==> src/rtl/ll2axis_rx.sv <==
module ll2axis_rx #(
  parameter int BYTES = 4
) (
  input  logic               clk,
  input  logic               rst_n,
  input  logic [8*BYTES-1:0] up_data,
  input  logic [BYTES-1:0]   up_mask,
  input  logic               up_valid_n,
  output logic               up_ready_n,
  input  logic               up_start_n,
  input  logic               up_end_n,
  input  logic               up_hdr_n,
  input  logic               up_ftr_n,
  input  logic               up_abort_n,
  output logic               up_stop_n,
  output logic [8*BYTES-1:0] m_tdata,
  output logic [BYTES-1:0]   m_tkeep,
  output logic               m_tlast,
  output logic               m_tuser,
  output logic               m_tvalid,
  input  logic               m_tready,
  output logic               proto_err
);
  localparam int DW = 8 * BYTES;

  typedef enum logic [1:0] {IDLE, OPEN, DROP} st_t;
  st_t st, st_nx;

  logic [DW-1:0]    lane_d;
  logic [BYTES-1:0] keep_d;

  for (genvar k = 0; k < BYTES; k++) begin : g_lane
    assign lane_d[8*k +: 8] = up_data[DW-1-8*k -: 8];
    assign keep_d[k]        = ~up_mask[BYTES-1-k];
  end

  logic sof, eof, abt, slot_free, need_close, close_now, xfer, take, stray;
  logic unused_delims;

  assign sof        = ~up_start_n;
  assign eof        = ~up_end_n;
  assign abt        = ~up_abort_n;
  assign slot_free  = ~m_tvalid | m_tready;
  assign need_close = (st == OPEN) & sof & ~up_valid_n;
  assign close_now  = need_close & slot_free;
  assign up_ready_n = ~(slot_free & ~need_close);
  assign xfer       = ~up_valid_n & ~up_ready_n;
  assign take       = xfer & (sof | (st == OPEN));
  assign stray      = xfer & eof & ~sof & (st == IDLE);
  assign up_stop_n  = 1'b1;
  assign unused_delims = &{1'b0, up_hdr_n, up_ftr_n};

  always_comb begin
    st_nx = st;
    if (close_now)
      st_nx = IDLE;
    else if (take)
      st_nx = abt ? DROP : (eof ? IDLE : OPEN);
  end

  always_ff @(posedge clk) begin
    if (!rst_n) begin
      st        <= IDLE;
      m_tvalid  <= 1'b0;
      m_tdata   <= '0;
      m_tkeep   <= '0;
      m_tlast   <= 1'b0;
      m_tuser   <= 1'b0;
      proto_err <= 1'b0;
    end else begin
      st <= st_nx;
      if (close_now | stray)
        proto_err <= 1'b1;
      if (slot_free) begin
        m_tvalid <= close_now | take;
        if (close_now) begin
          m_tdata <= '0;
          m_tkeep <= '0;
          m_tlast <= 1'b1;
          m_tuser <= 1'b1;
        end else if (take) begin
          m_tdata <= lane_d;
          m_tkeep <= eof ? keep_d : '1;
          m_tlast <= eof | abt;
          m_tuser <= abt;
        end
      end
    end
  end
endmodule

==> config.mk <==
export PLATFORM = sky130hd
export DESIGN_NAME = ll2axis_rx
export DESIGN_NICKNAME = d
export VERILOG_FILES = /design/src/rtl/ll2axis_rx.sv
export SDC_FILE = /design/constraint.sdc
export NUM_CORES = 1
export LEC_CHECK = 0
export BUFFER_PORTS_ARGS = -buffer_cell sky130_fd_sc_hd__buf_2
export CAP_MARGIN = 25
export CORE_UTILIZATION = 40
export DETAILED_ROUTE_END_ITERATION = 8
export PLACE_DENSITY = 0.74
export SLEW_MARGIN = 20
export SYNTH_ARGS = -nofsm -noshare
export SYNTH_HDL_FRONTEND = slang
export SYNTH_SLANG_ARGS = --single-unit
==> constraint.sdc <==
create_clock -name clk -period 1.4 [get_ports clk]
set_input_delay 0.14 -clock clk [delete_from_list [all_inputs] [get_ports clk]]
set_output_delay 0.14 -clock clk [all_outputs]
set_load 0.01 [all_outputs]
Yosys cells after proc, flatten, opt, wreduce, memory -nomap -nowiden
Index checks and enable logic that the tools add are counted.
Widths: inputs -> output; s select.
{"block": "totals", "reg_bits": 42, "inputBits": 45, "out_inout_bits": 42}
{"block": "classes", "eq_ne": 1, "mux": 11, "n_bitwise": 26, "n_reduce_logical": 4}
{"cell": "$mux 32", "count": 2}
{"cell": "$mux 4", "count": 3}
{"cell": "$not 1->1", "count": 12}
{"cell": "$and 1x1->1", "count": 9}
{"cell": "$mux 1", "count": 5}
{"cell": "$or 1x1->1", "count": 5}
{"cell": "$eq 2x1->1 const B", "count": 1}
{"cell": "$logic_not 2->1", "count": 1}
{"cell": "$mux 2", "count": 1}
{"cell": "$reduce_and 2->1", "count": 1}
{"cell": "$reduce_bool 2->1", "count": 1}
{"cell": "$reduce_or 2->1", "count": 1}

Longest topological paths before layout
{"block": "logic_depth", "ltp_word": 10, "ltp_mapped": 5}

Least setup slack after synthesis
No wires, ideal clock.
{"block": "synth_timing", "path_type": "register -> register", "startpoint": "reg st[1]", "endpoint": "reg m_tdata[31]", "setup_ns": 0.121, "t_arrival_ns": 1.135, "t_required_ns": 1.279, "setup_slack_ns": 0.144, "path_stages_with_launch": 6, "synth_period_minus_slack_ns": 1.256, "cell_sequence": "dfxtp_1 > nand2b_4 > a211oi_2 > buf_6 > buf_6 > o22ai_1"}
{"block": "synth_between", "elab_chain_len": 9, "elab_cells_between_ends": 12, "classes_between": "1 x eq/ne; 1 x mux; 8 x bitwise; 2 x reduce/logical"}
{"element": "start, declared", "line": "27", "source": "st_t st, st_nx;"}
{"element": "start signal, assigned", "line": "71", "source": "st <= st_nx;"}
{"element": "$eq 2x1->1 (*)", "line": "44, 48"}
{"element": "$and 1x1->1 (2 in a row)", "line": "44", "source": "assign need_close = (st == OPEN) & sof & ~up_valid_n;"}
{"element": "$not 1->1", "line": "46", "source": "assign up_ready_n = ~(slot_free & ~need_close);"}
{"element": "$and 1x1->1", "line": "46"}
{"element": "$and 1x1->1", "line": "47", "source": "assign xfer = ~up_valid_n & ~up_ready_n;"}
{"element": "$and 1x1->1", "line": "48", "source": "assign take = xfer & (sof | (st == OPEN));"}
{"element": "$reduce_bool 2->1 (no source line)"}
{"element": "$reduce_and 2->1 (no source line)"}
{"element": "end signal, assigned", "line": "82", "source": "m_tdata <= lane_d;"}
{"element": "end, declared", "line": "16", "source": "output logic [8*BYTES-1:0] m_tdata,"}
Every way passes the cells marked *; elsewhere a longest branch is shown, timed or not.
A chain may end at the register's enable or synchronous reset.

Worst setup path in the final report
{"block": "layout_timing", "startpoint": "reg st[1]", "endpoint": "reg m_tdata[4]"}
The elaborated chain is that of the path after synthesis.

==> metrics.txt <==
status=completed; post-synthesis compound-gate area fraction=25.2%; GRT Residual Overflow=0; FMAX=0.724 GHz; most frequent cells in the layout=buf_2, nand2_1, dfxtp_1; Die Area=0.00488 sq mm; Global Route Usage Sum=17.3%; CP max FO=17; WP data required=1.57 ns; Worst VDD drop=0.000619 V; Routed wire per std cell=12.1 um; die outline width=69.9 um; WHS Endpoint=m_tdata[29]$_SDFFE_PN0P_; Num CTS Buffers=5; Critical R2R Capture=m_tdata[4]$_SDFFE_PN0P_; Final Hold Vio Count=0; largest family of logic cells by synthesized area=compound AO/OA/AOI/OAI gates; final non-filler cell total=336; die height=69.9 um; Post-Place Cells=326; placed inst area=0.00230 sq mm; Synth Area in Adders=0%; Period Utilization, post-route=98.6%; RSZ-0062 raised after global routing=true; share of cells above drive strength 1=47.2%; initial antenna violation count=0; Vias/cell=4.96; post-detail-place hpwl=2790 um; wirelength, routed=4060 um; # rows=24; CORE AREA=0.00438 sq mm; number of antenna-violating nets in the routed design=0; final setup fails=0; clk_skew=0.00775 ns; largest net degree at the start of global routing=79; Iter 0 DRT Violations=49; total power=2.71 mW; Top FF cell, synth=dfxtp_1; # diodes=0; share of the synthesized area in the top cell type=45.6%; CTS sink cnt=42; vias in the first global route=1558; clock buffer depth=2; Layout area overhead=32.9%; Synth Register Bits=42; max-slew violation count=0; Startpoint Class=flip-flop; Post-Syn Area=0.00184 sq mm; Hold Worst Slack=0.0916 ns; Initial Util=42.0%; Post-Synth XOR/XNOR Area=1.36%; CTS tree=built; Worst-path clk slew=0.09 ns; Static Leakage=1.14 nW; mux contribution to synthesized area=0%; worst endpoint data arrival time=1.55 ns; Synth Area in Simple Gates=19.7%; Setup crit end kind=flip-flop; Async S/R FF share, synth=0%; Layout Nets=328; vias post-DR=1667; top area cells in the synthesized netlist=dfxtp_1, o22ai_2, nand2_1; Post-synth EDFFs=0; Hold Path Cell Cnt=3; synth warn=0; Syn Inst Count=200; Reg2Reg Depth=4; post-synth cell types=32; 1st-pass router iterations=4; Worst R2R Start=st[1]$_SDFFE_PP0P_; hold_sp=up_data[5]; Syn Nets=245; fin area=0.00245 sq mm; Final min period=1.38 ns; most common library cell in the layout ignoring fill and taps=buf_2; largest area contributor in the netlist=dfxtp_1; # IOs=87; synthesized area per cell=9.22 sq um; first-pass GRT wire length=6800 um; P per Cell Area=1110 mW/mm^2; PortBufs=83; reg2reg setup slack=0.02 ns; Root Buffer=clkbuf_8; maxcap violations=0; DRC Markers=0; H-tree levels=2; post-synthesis sequential area ratio=45.6%; Worst Path Class, Setup=flip-flop to flip-flop; Min-Delay Path Class=input pin to flip-flop; later-pin clock latency in the skew report=0.29 ns; hold buffers post-CTS=0; Final GP Congestion=0.820
worst max-delay path: stages (launching register included):
cell and delay (ns):
dfxtp_2 0.33, nand2b_4 0.17, a211oi_4 0.32, buf_4 0.31, o22ai_1 0.12
power by group:
group / internal (mW) / switching (mW) / total, mW / leakage, nW
Sequential: 1.26 / 0.0314 / 1.29 / 0.344
Clock: 0.531 / 0.430 / 0.960 / 0.0504
Combinational: 0.212 / 0.244 / 0.456 / 0.749
worst max path at each step:
stage	to	cells after the start	slack, ns	start
after floorplan	m_tdata[31]$_SDFFE_PN0P_	5	0.14	st[1]$_SDFFE_PP0P_
after global placement	m_tdata[29]$_SDFFE_PN0P_	4	0.04	st[0]$_SDFFE_PP0P_
after detailed placement	m_tdata[23]$_SDFFE_PN0P_	4	-0.006	st[0]$_SDFFE_PP0P_
after CTS	up_ready_n	4	-0.02	st[1]$_SDFFE_PP0P_
after global routing	m_tdata[4]$_SDFFE_PN0P_	4	-0.05	st[1]$_SDFFE_PP0P_
final	m_tdata[4]$_SDFFE_PN0P_	4	0.02	st[1]$_SDFFE_PP0P_
metal layers:
| layer | share of wire (%) | track usage [%] |
|---|---|---|
| met1 | 42 | 19.5 |
| met2 | 49 | 30.2 |
| met3 | 7.5 | 5.63 |
| met4 | 0.99 | 6.22 |
| met5 | 0 | 0 |
Yosys cell counts, types with 2 or more instances:
master,instances
o21ai_0,5
buf_6,6
dfxtp_1,42
nand2b_1,2
inv_1,4
a21oi_1,2
or2_2,2
o22ai_2,22
buf_2,3
nor4_1,2
nor3b_1,2
o31a_1,2
o22ai_1,14
nand2_1,68
clkbuf_1,7
per-stage QoR:
step,worst slack (ns),utilization (%),setup TNS (ns)
after CTS,-0.0164,55.4,-0.0164
after detailed placement,-0.00585,52.6,-0.0301
final,0.0195,55.9,0
after floorplan,0.144,-,0
after global placement,0.0385,52.6,0
after global routing,-0.0504,55.9,-1.01
cells by family after synthesis:
| logic type | Yosys count |
|---|---|
| compound gates | 50 |
| xor+xnor | 2 |
| buf+inv | 22 |
| flops | 42 |
| other cells | 1 |
| simple gates | 83 |
cell type report:
type                       count  area (sq um)
fill                         422          1930
multi-input combinational    136           871
sequential                    42           843
timing repair buffer          94           542
clock buffer                   5          68.8
tap                           52          65.1
clock inverter                 3          45.0
inverter                       4          15.0
what timing repair did:
item	in CTS	in global routing
resized for setup	2	3
setup buffers	1	1
endpoints found under the setup margin	31	35
endpoints found under the hold margin	0	0
gates cloned	0	0
registers in the layout, indices dropped and copies added (netlist names):
signal	count
m_tvalid	1
st	2
m_tdata	32
m_tkeep	4
proto_err	1
m_tuser	1
m_tlast	1
Power figures use the tool's default switching activity.
